<file path="src/rtl/rgc_pkg.sv">
package rgc_pkg;
   // release bit positions inside the control word
   localparam int unsigned BIT_DSP  = 0;
   localparam int unsigned BIT_DRAM = 1;
   localparam int unsigned BIT_PAR  = 2;
   localparam int unsigned BIT_NVR  = 3;
   localparam int unsigned BIT_FLS  = 4;
   localparam int unsigned BIT_TMO  = 5;
   localparam int unsigned IRQ_BASE = 6;

   function automatic int unsigned rel_bits(int unsigned levels);
      return IRQ_BASE + levels;
   endfunction
endpackage

</file>
<file path="src/rtl/rgc_hw_sync.sv">
module rgc_hw_sync #(
   parameter int unsigned SYNC_STAGES = 2,
   parameter int unsigned STRETCH     = 16
) (
   input  logic clk,
   input  logic arst_n,
   output logic hw_active
);
   logic [SYNC_STAGES-1:0] chain;
   logic                   sync_n;

   always_ff @(posedge clk or negedge arst_n) begin
      if (!arst_n) chain <= '0;
      else         chain <= {chain[SYNC_STAGES-2:0], 1'b1};
   end
   assign sync_n = chain[SYNC_STAGES-1];

   generate
      if (STRETCH == 0) begin : g_nostretch
         assign hw_active = !sync_n;
      end else begin : g_stretch
         localparam int unsigned CW = $clog2(STRETCH + 1);
         localparam logic [CW-1:0] LOADV = CW'(STRETCH);
         logic [CW-1:0] cnt;
         always_ff @(posedge clk or negedge arst_n) begin
            if (!arst_n)         cnt <= LOADV;
            else if (!sync_n)    cnt <= LOADV;
            else if (cnt != '0)  cnt <= cnt - 1'b1;
         end
         assign hw_active = !sync_n || (cnt != '0);

         AST_HW_HOLD: assert property (@(posedge clk) disable iff (!arst_n)
            !sync_n |=> hw_active);
      end
   endgenerate
endmodule

</file>
<file path="src/rtl/rgc_sw_pulse.sv">
module rgc_sw_pulse #(
   parameter int unsigned LEN = 16
) (
   input  logic clk,
   input  logic arst_n,
   input  logic start,
   output logic active
);
   localparam int unsigned CW = $clog2(LEN + 1);
   localparam logic [CW-1:0] LOADV = CW'(LEN);
   logic [CW-1:0] cnt;

   always_ff @(posedge clk or negedge arst_n) begin
      if (!arst_n)                cnt <= '0;
      else if (start && !active)  cnt <= LOADV;
      else if (cnt != '0)         cnt <= cnt - 1'b1;
   end
   assign active = (cnt != '0);

   AST_SW_START: assert property (@(posedge clk) disable iff (!arst_n)
      (start && !active) |=> active);
endmodule

</file>
<file path="src/rtl/rgc_hold.sv">
module rgc_hold (
   input  logic clk,
   input  logic arst_n,
   input  logic set,
   input  logic rel,
   output logic q
);
   always_ff @(posedge clk or negedge arst_n) begin
      if (!arst_n)  q <= 1'b1;
      else if (set) q <= 1'b1;
      else if (rel) q <= 1'b0;
   end

   AST_HOLD_SET: assert property (@(posedge clk) disable iff (!arst_n)
      set |=> q);
   AST_HOLD_KEEP: assert property (@(posedge clk) disable iff (!arst_n)
      (!set && !rel) |=> $stable(q));
endmodule

</file>
<file path="src/rtl/rst_guard_ctrl.sv">
module rst_guard_ctrl #(
   parameter int unsigned IRQ_LEVELS  = 7,
   parameter int unsigned SYNC_STAGES = 2,
   parameter int unsigned HW_STRETCH  = 16,
   parameter int unsigned SW_PULSE    = 16,
   localparam int unsigned NREL       = rgc_pkg::rel_bits(IRQ_LEVELS),
   localparam int unsigned CTRL_W     = NREL + 1
) (
   input  logic                  clk,
   input  logic                  por_n,
   input  logic                  btn_n,
   input  logic                  wr_en,
   input  logic [CTRL_W-1:0]     wr_data,
   output logic                  cpu_rst_n,
   output logic                  dsp_rst_n,
   output logic                  dram_err_mask,
   output logic                  parity_even,
   output logic                  nvram_wp,
   output logic                  flash_wp,
   output logic [IRQ_LEVELS-1:0] irq_mask,
   output logic                  bpr_clr,
   output logic                  tmo_mask
);
   import rgc_pkg::*;

   localparam int unsigned SWR = NREL;

   generate
      if (SYNC_STAGES < 2) begin : g_bad_sync
         $error("SYNC_STAGES must be at least 2");
      end
      if (IRQ_LEVELS < 1 || IRQ_LEVELS > 15) begin : g_bad_irq
         $error("IRQ_LEVELS must be 1..15");
      end
      if (SW_PULSE < 1) begin : g_bad_pulse
         $error("SW_PULSE must be at least 1");
      end
   endgenerate

   logic            raw_n;
   logic            hw_rst;
   logic            sw_active;
   logic            busy;
   logic            wr_ok;
   logic            sw_cmd;
   logic            set_all;
   logic [NREL-1:0] rel_vec;
   logic [NREL-1:0] held;

   assign raw_n = por_n & btn_n;

   rgc_hw_sync #(.SYNC_STAGES(SYNC_STAGES), .STRETCH(HW_STRETCH)) u_hw (
      .clk       (clk),
      .arst_n    (raw_n),
      .hw_active (hw_rst)
   );

   assign busy    = hw_rst | sw_active;
   assign wr_ok   = wr_en & ~busy;
   assign sw_cmd  = wr_ok & wr_data[SWR];
   assign rel_vec = (wr_ok && !wr_data[SWR]) ? wr_data[NREL-1:0] : '0;
   assign set_all = hw_rst | sw_active | sw_cmd;

   rgc_sw_pulse #(.LEN(SW_PULSE)) u_sw (
      .clk    (clk),
      .arst_n (raw_n),
      .start  (sw_cmd),
      .active (sw_active)
   );

   generate
      for (genvar i = 0; i < NREL; i++) begin : g_hold
         if (i == BIT_TMO) begin : g_hwonly
            rgc_hold u_h (.clk(clk), .arst_n(raw_n), .set(hw_rst),
                          .rel(rel_vec[i]), .q(held[i]));
         end else begin : g_both
            rgc_hold u_h (.clk(clk), .arst_n(raw_n), .set(set_all),
                          .rel(rel_vec[i]), .q(held[i]));
         end
      end
   endgenerate

   assign cpu_rst_n     = ~hw_rst;
   assign bpr_clr       = busy;
   assign dsp_rst_n     = ~held[BIT_DSP];
   assign dram_err_mask = held[BIT_DRAM];
   assign parity_even   = held[BIT_PAR];
   assign nvram_wp      = held[BIT_NVR];
   assign flash_wp      = held[BIT_FLS];
   assign tmo_mask      = held[BIT_TMO];
   assign irq_mask      = held[IRQ_BASE +: IRQ_LEVELS];

   AST_TMO_SW_KEEP: assert property (@(posedge clk) disable iff (!raw_n)
      (sw_active && !hw_rst) |=> $stable(tmo_mask));
   AST_NO_RELEASE_BUSY: assert property (@(posedge clk) disable iff (!raw_n)
      busy |=> ((held | $past(held)) == held));
   AST_SW_CPU_UP: assert property (@(posedge clk) disable iff (!raw_n)
      (sw_active && !hw_rst) |-> cpu_rst_n);
endmodule

</file>
<file path="config.mk">
export PLATFORM = sky130hd
export DESIGN_NAME = rst_guard_ctrl
export DESIGN_NICKNAME = d
export VERILOG_FILES = /design/src/rtl/rgc_pkg.sv /design/src/rtl/rgc_hw_sync.sv /design/src/rtl/rgc_sw_pulse.sv /design/src/rtl/rgc_hold.sv /design/src/rtl/rst_guard_ctrl.sv
export SDC_FILE = /design/constraint.sdc
export NUM_CORES = 1
export LEC_CHECK = 0
export ABC_AREA = 1
export BUFFER_PORTS_ARGS = -buffer_cell sky130_fd_sc_hd__buf_2
export CAP_MARGIN = 15
export CORE_MARGIN = 2
export CORE_UTILIZATION = 45
export CTS_CLUSTER_DIAMETER = 200
export DETAILED_ROUTE_END_ITERATION = 16
export PLACE_DENSITY = 0.73
export SYNTH_ARGS = -nofsm -noshare
export SYNTH_HDL_FRONTEND = slang
export SYNTH_SLANG_ARGS = --single-unit
</file>
<file path="constraint.sdc">
create_clock -name clk -period 1.45 [get_ports clk]
set_clock_uncertainty 0.05 [all_clocks]
set_input_delay 0.145 -clock clk [delete_from_list [all_inputs] [get_ports clk]]
set_output_delay 0.145 -clock clk [all_outputs]
set_load 0.005 [all_outputs]
</file>
==> flow_metrics.py <==
metrics = {
    "floorplanning": {
        "floorplan.initialDensity_pct": 46.34,
        "floorplan.core_area_um2": 2686,
        "die_height_um": 56.60,
        "number_of_rows_in_the_core_area": 19,
        "pin_count": 33,
        "fp.dieW_um": 56.60,
        "die-area_um2": 3203,
    },
    "min_path": {
        "min_path_type": "input pin to flip-flop",
    },
    "clock_network": {
        "clk_path_buf_depth": 2,
        "tritoncts": "done",
        "clkLatencyLatePin_ns": 0.32,
        "path_clk_slew_ns": 0.14,
        "cts_h_tree_depth": 1,
        "tritoncts.num_buffers": 3,
        "tritoncts_num_sinks": 25,
        "root_buffer": "sky130_fd_sc_hd__clkbuf_4",
    },
    "timing": {
        "final_max_slew_viol_count": 0,
        "hold_viol_final": 0,
        "fin_hold_ws_ns": 0.02083,
        "setup_ws_ns": -0.2131,
        "setup_violations": 21,
        "timing.final.crit_share_pct": 114.7,
        "rsz_0062_raised_after_global_routing": "true",
        "fin_crit_ns": 1.663,
        "max_freq_mhz": 601.3,
    },
    "pwr": {
        "cell_internal_pwr_uw": 1406,
        "power_frac_clock_pct": 14.5,
        "seq_power_share_pct": 42.8,
        "vdd.ir_drop.worst_mv": 0.9631,
        "standby_leakage_power_uw": 0.0008548,
        "final_total_pwr_uw": 2184,
        "power.switching_uw": 777.7,
        "power_frac_comb_pct": 42.6,
        "p_sw_share_pct": 35.61,
        "cellPowerDensity_nw_per_um2": 1339,
    },
    "detailed_routing": {
        "wire_per_inst_um": 12.23,
        "routed_via_density": 5.000,
        "drt_pre_antenna_iters": 4,
        "ant_nets": 0,
        "drc": 0,
        "drt_iter0_drc": 32,
        "final_wirelength_mm": 2.508,
        "routed-via-count": 1025,
    },
    "synthesis": {
        "synthesis.area_um2": 1245,
        "synth_seq_area_share_pct": 51.66,
        "yosys_warnings": 0,
        "synth_cells": 129,
        "syn-mean-instance-area_um2": 9.651,
        "synth_seq_cells": 25,
        "synthDistinctLibCells": 25,
        "synth_fp_nets": 149,
    },
    "run_status": {
        "run_status": "finished, violations left",
        "violations": "setup timing",
    },
    "critical_path": {
        "reg2reg_slack_ns": -0.14,
        "crit_arrival_ns": 1.47,
        "timing.critical_path.fanout_max": 4,
        "worst-endpoint-required_ns": 1.25,
        "timing.critical_path.from_type": "flip-flop",
        "endpoint_kind": "primary output",
        "timing_worst_setup_path_type": "flip-flop to primary output",
    },
    "global_route": {
        "grt.overflow.total": 0,
        "first_global_vias": 964,
        "grt_antenna_before_repair": 0,
        "grt_start_max_net_pins": 26,
        "wire_length_of_the_first_global_routing_pass_mm": 4.160,
        "global_route.usage.total_pct": 16.80,
    },
    "run": {
        "cap_viol_max_count": 0,
    },
    "finish": {
        "fill_cells": 234,
        "final-instance-count-excl-fill": 205,
        "diodes": 0,
        "drive_above_1_share_pct": 56.32,
        "syn2layout_area_growth_pct": 31.05,
        "post_layout_nets": 195,
    },
    "placement": {
        "global_placer_s_final_weighted_congestion": 0.7647,
        "detailed_place_hpwl_mm": 1.692,
        "placed_instances": 190,
        "buffer_ports.inserted": 32,
    },
}
[metal layers]
metal	track usage (%)	up-vias	part of all wire [%]
li1	-	497	-
met1	20.54	496	41
met2	29.07	28	54
met3	2.074	4	3.4
met4	8.163	0	2.0
met5	0	-	0
[stage by stage]
stage | utilization [%] | cell area (um^2) | worst slack, ns | TNS, ns
final | 60.74 | 1632 | -0.2131 | -2.226
after global routing | 60.74 | 1632 | -0.2863 | -3.897
after CTS | 58.69 | 1577 | -0.2416 | -1.873
after detailed placement | 53.98 | 1450 | -0.1068 | -1.024
after global placement | 53.98 | 1450 | -0.03037 | -0.2114
after floorplan | - | 1250 | 0.006360 | 0
[state kept, by name (all words and copies together) (netlist names)]
name                   count
g_hold.g_both.u_h.q       12
g_hold.g_hwonly.u_h.q      1
u_hw.chain                 2
u_hw.g_stretch.cnt         5
u_sw.cnt                   5
[power by group through the flow]
stage / sequential, uW / combinational [uW] / clock (uW)
3_5_place_dp: 933 / 722 / 0
5_1_grt: 945 / 1040 / 354
6_report: 935 / 931 / 318
2_1_floorplan: 919 / 491 / 0
3_3_place_gp: 927 / 675 / 0
4_1_cts: 931 / 831 / 330
[cells by family after synthesis]
kind of cell               synth area share [%]
xor gates and xnor gates                 0.7036
DFF                                       51.66
other                                    0.3012
AOI/OAI and AO/OA                         3.618
buffers and inverters                     11.46
adders and majority gates                 2.010
and+or+nand+nor                           30.25
[cells in the mapped netlist, drive strengths merged]
cell,n,area [um^2]
nand2,39,171.4
inv,17,63.81
nand4,15,108.9
dfstp,14,367.9
dfrtp,11,275.3
buf,9,71.32
nand3,4,32.53
o21ai,4,20.02
nor2,3,32.53
clkbuf,2,7.510
ha,2,25.02
o22ai,2,12.51
a211oi,1,7.510
a21oi,1,5.000
conb,1,3.750
nand3b,1,20.02
nor3,1,5.000
or2,1,6.260
xnor2,1,8.760
[path summary, 6_finish.rpt]
path,start,endpoint,cells past startpoint
max,u_sw.cnt[0],bpr_clr,7
min,wr_data[7],g_hold[7].g_both.u_h.q,4
max reg2reg,u_sw.cnt[0],g_hold[11].g_both.u_h.q,10
min reg2reg,u_hw.chain[0],u_hw.chain[1],0
max in group asynchronous,btn_n,g_hold[5].g_hwonly.u_h.q,6
min in group asynchronous,por_n,u_hw.chain[1],5
[worst max-delay path, stage by stage, from the launching register on]
cell and delay [ns]:
sky130_fd_sc_hd__dfrtp_1 0.42, sky130_fd_sc_hd__inv_2 0.09, sky130_fd_sc_hd__ha_4 0.15, sky130_fd_sc_hd__nand3b_4 0.12, sky130_fd_sc_hd__nor2_8 0.14, sky130_fd_sc_hd__buf_12 0.11, sky130_fd_sc_hd__inv_4 0.02, sky130_fd_sc_hd__buf_6 0.10
[layout by cell type (no fill, tap or decap), types with 3 or more instances in the layout]
cell | synthesis | layout
sky130_fd_sc_hd__buf_2 | 0 | 31
sky130_fd_sc_hd__nand2_1 | 29 | 25
sky130_fd_sc_hd__buf_4 | 8 | 15
sky130_fd_sc_hd__nand4_1 | 14 | 14
sky130_fd_sc_hd__dfstp_2 | 14 | 14
sky130_fd_sc_hd__nand2_2 | 10 | 13
sky130_fd_sc_hd__inv_1 | 15 | 11
sky130_fd_sc_hd__dfrtp_1 | 11 | 11
sky130_fd_sc_hd__inv_2 | 2 | 4
sky130_fd_sc_hd__o21ai_0 | 4 | 3
sky130_fd_sc_hd__clkbuf_4 | 0 | 3
sky130_fd_sc_hd__buf_6 | 1 | 3
[final cells by class]
class	instances	area, um^2	area share, %
flip-flops and latches	25	643.1	39.42
clock inverters	1	7.507	0.4601
clock buffers	3	22.52	1.380
repair buffers	52	341.6	20.94
inverters	17	73.82	4.525
multi-input cells	76	504.2	30.91
well taps	31	38.79	2.377
[repair_timing]
item	in CTS	in global routing
resized for setup	12	9
setup endpoints to repair	15	18
pin swaps	2	4
hold endpoints to repair	11	0
hold buffers	2	0
setup buffers	5	5
(Power assumes the default switching activity.)
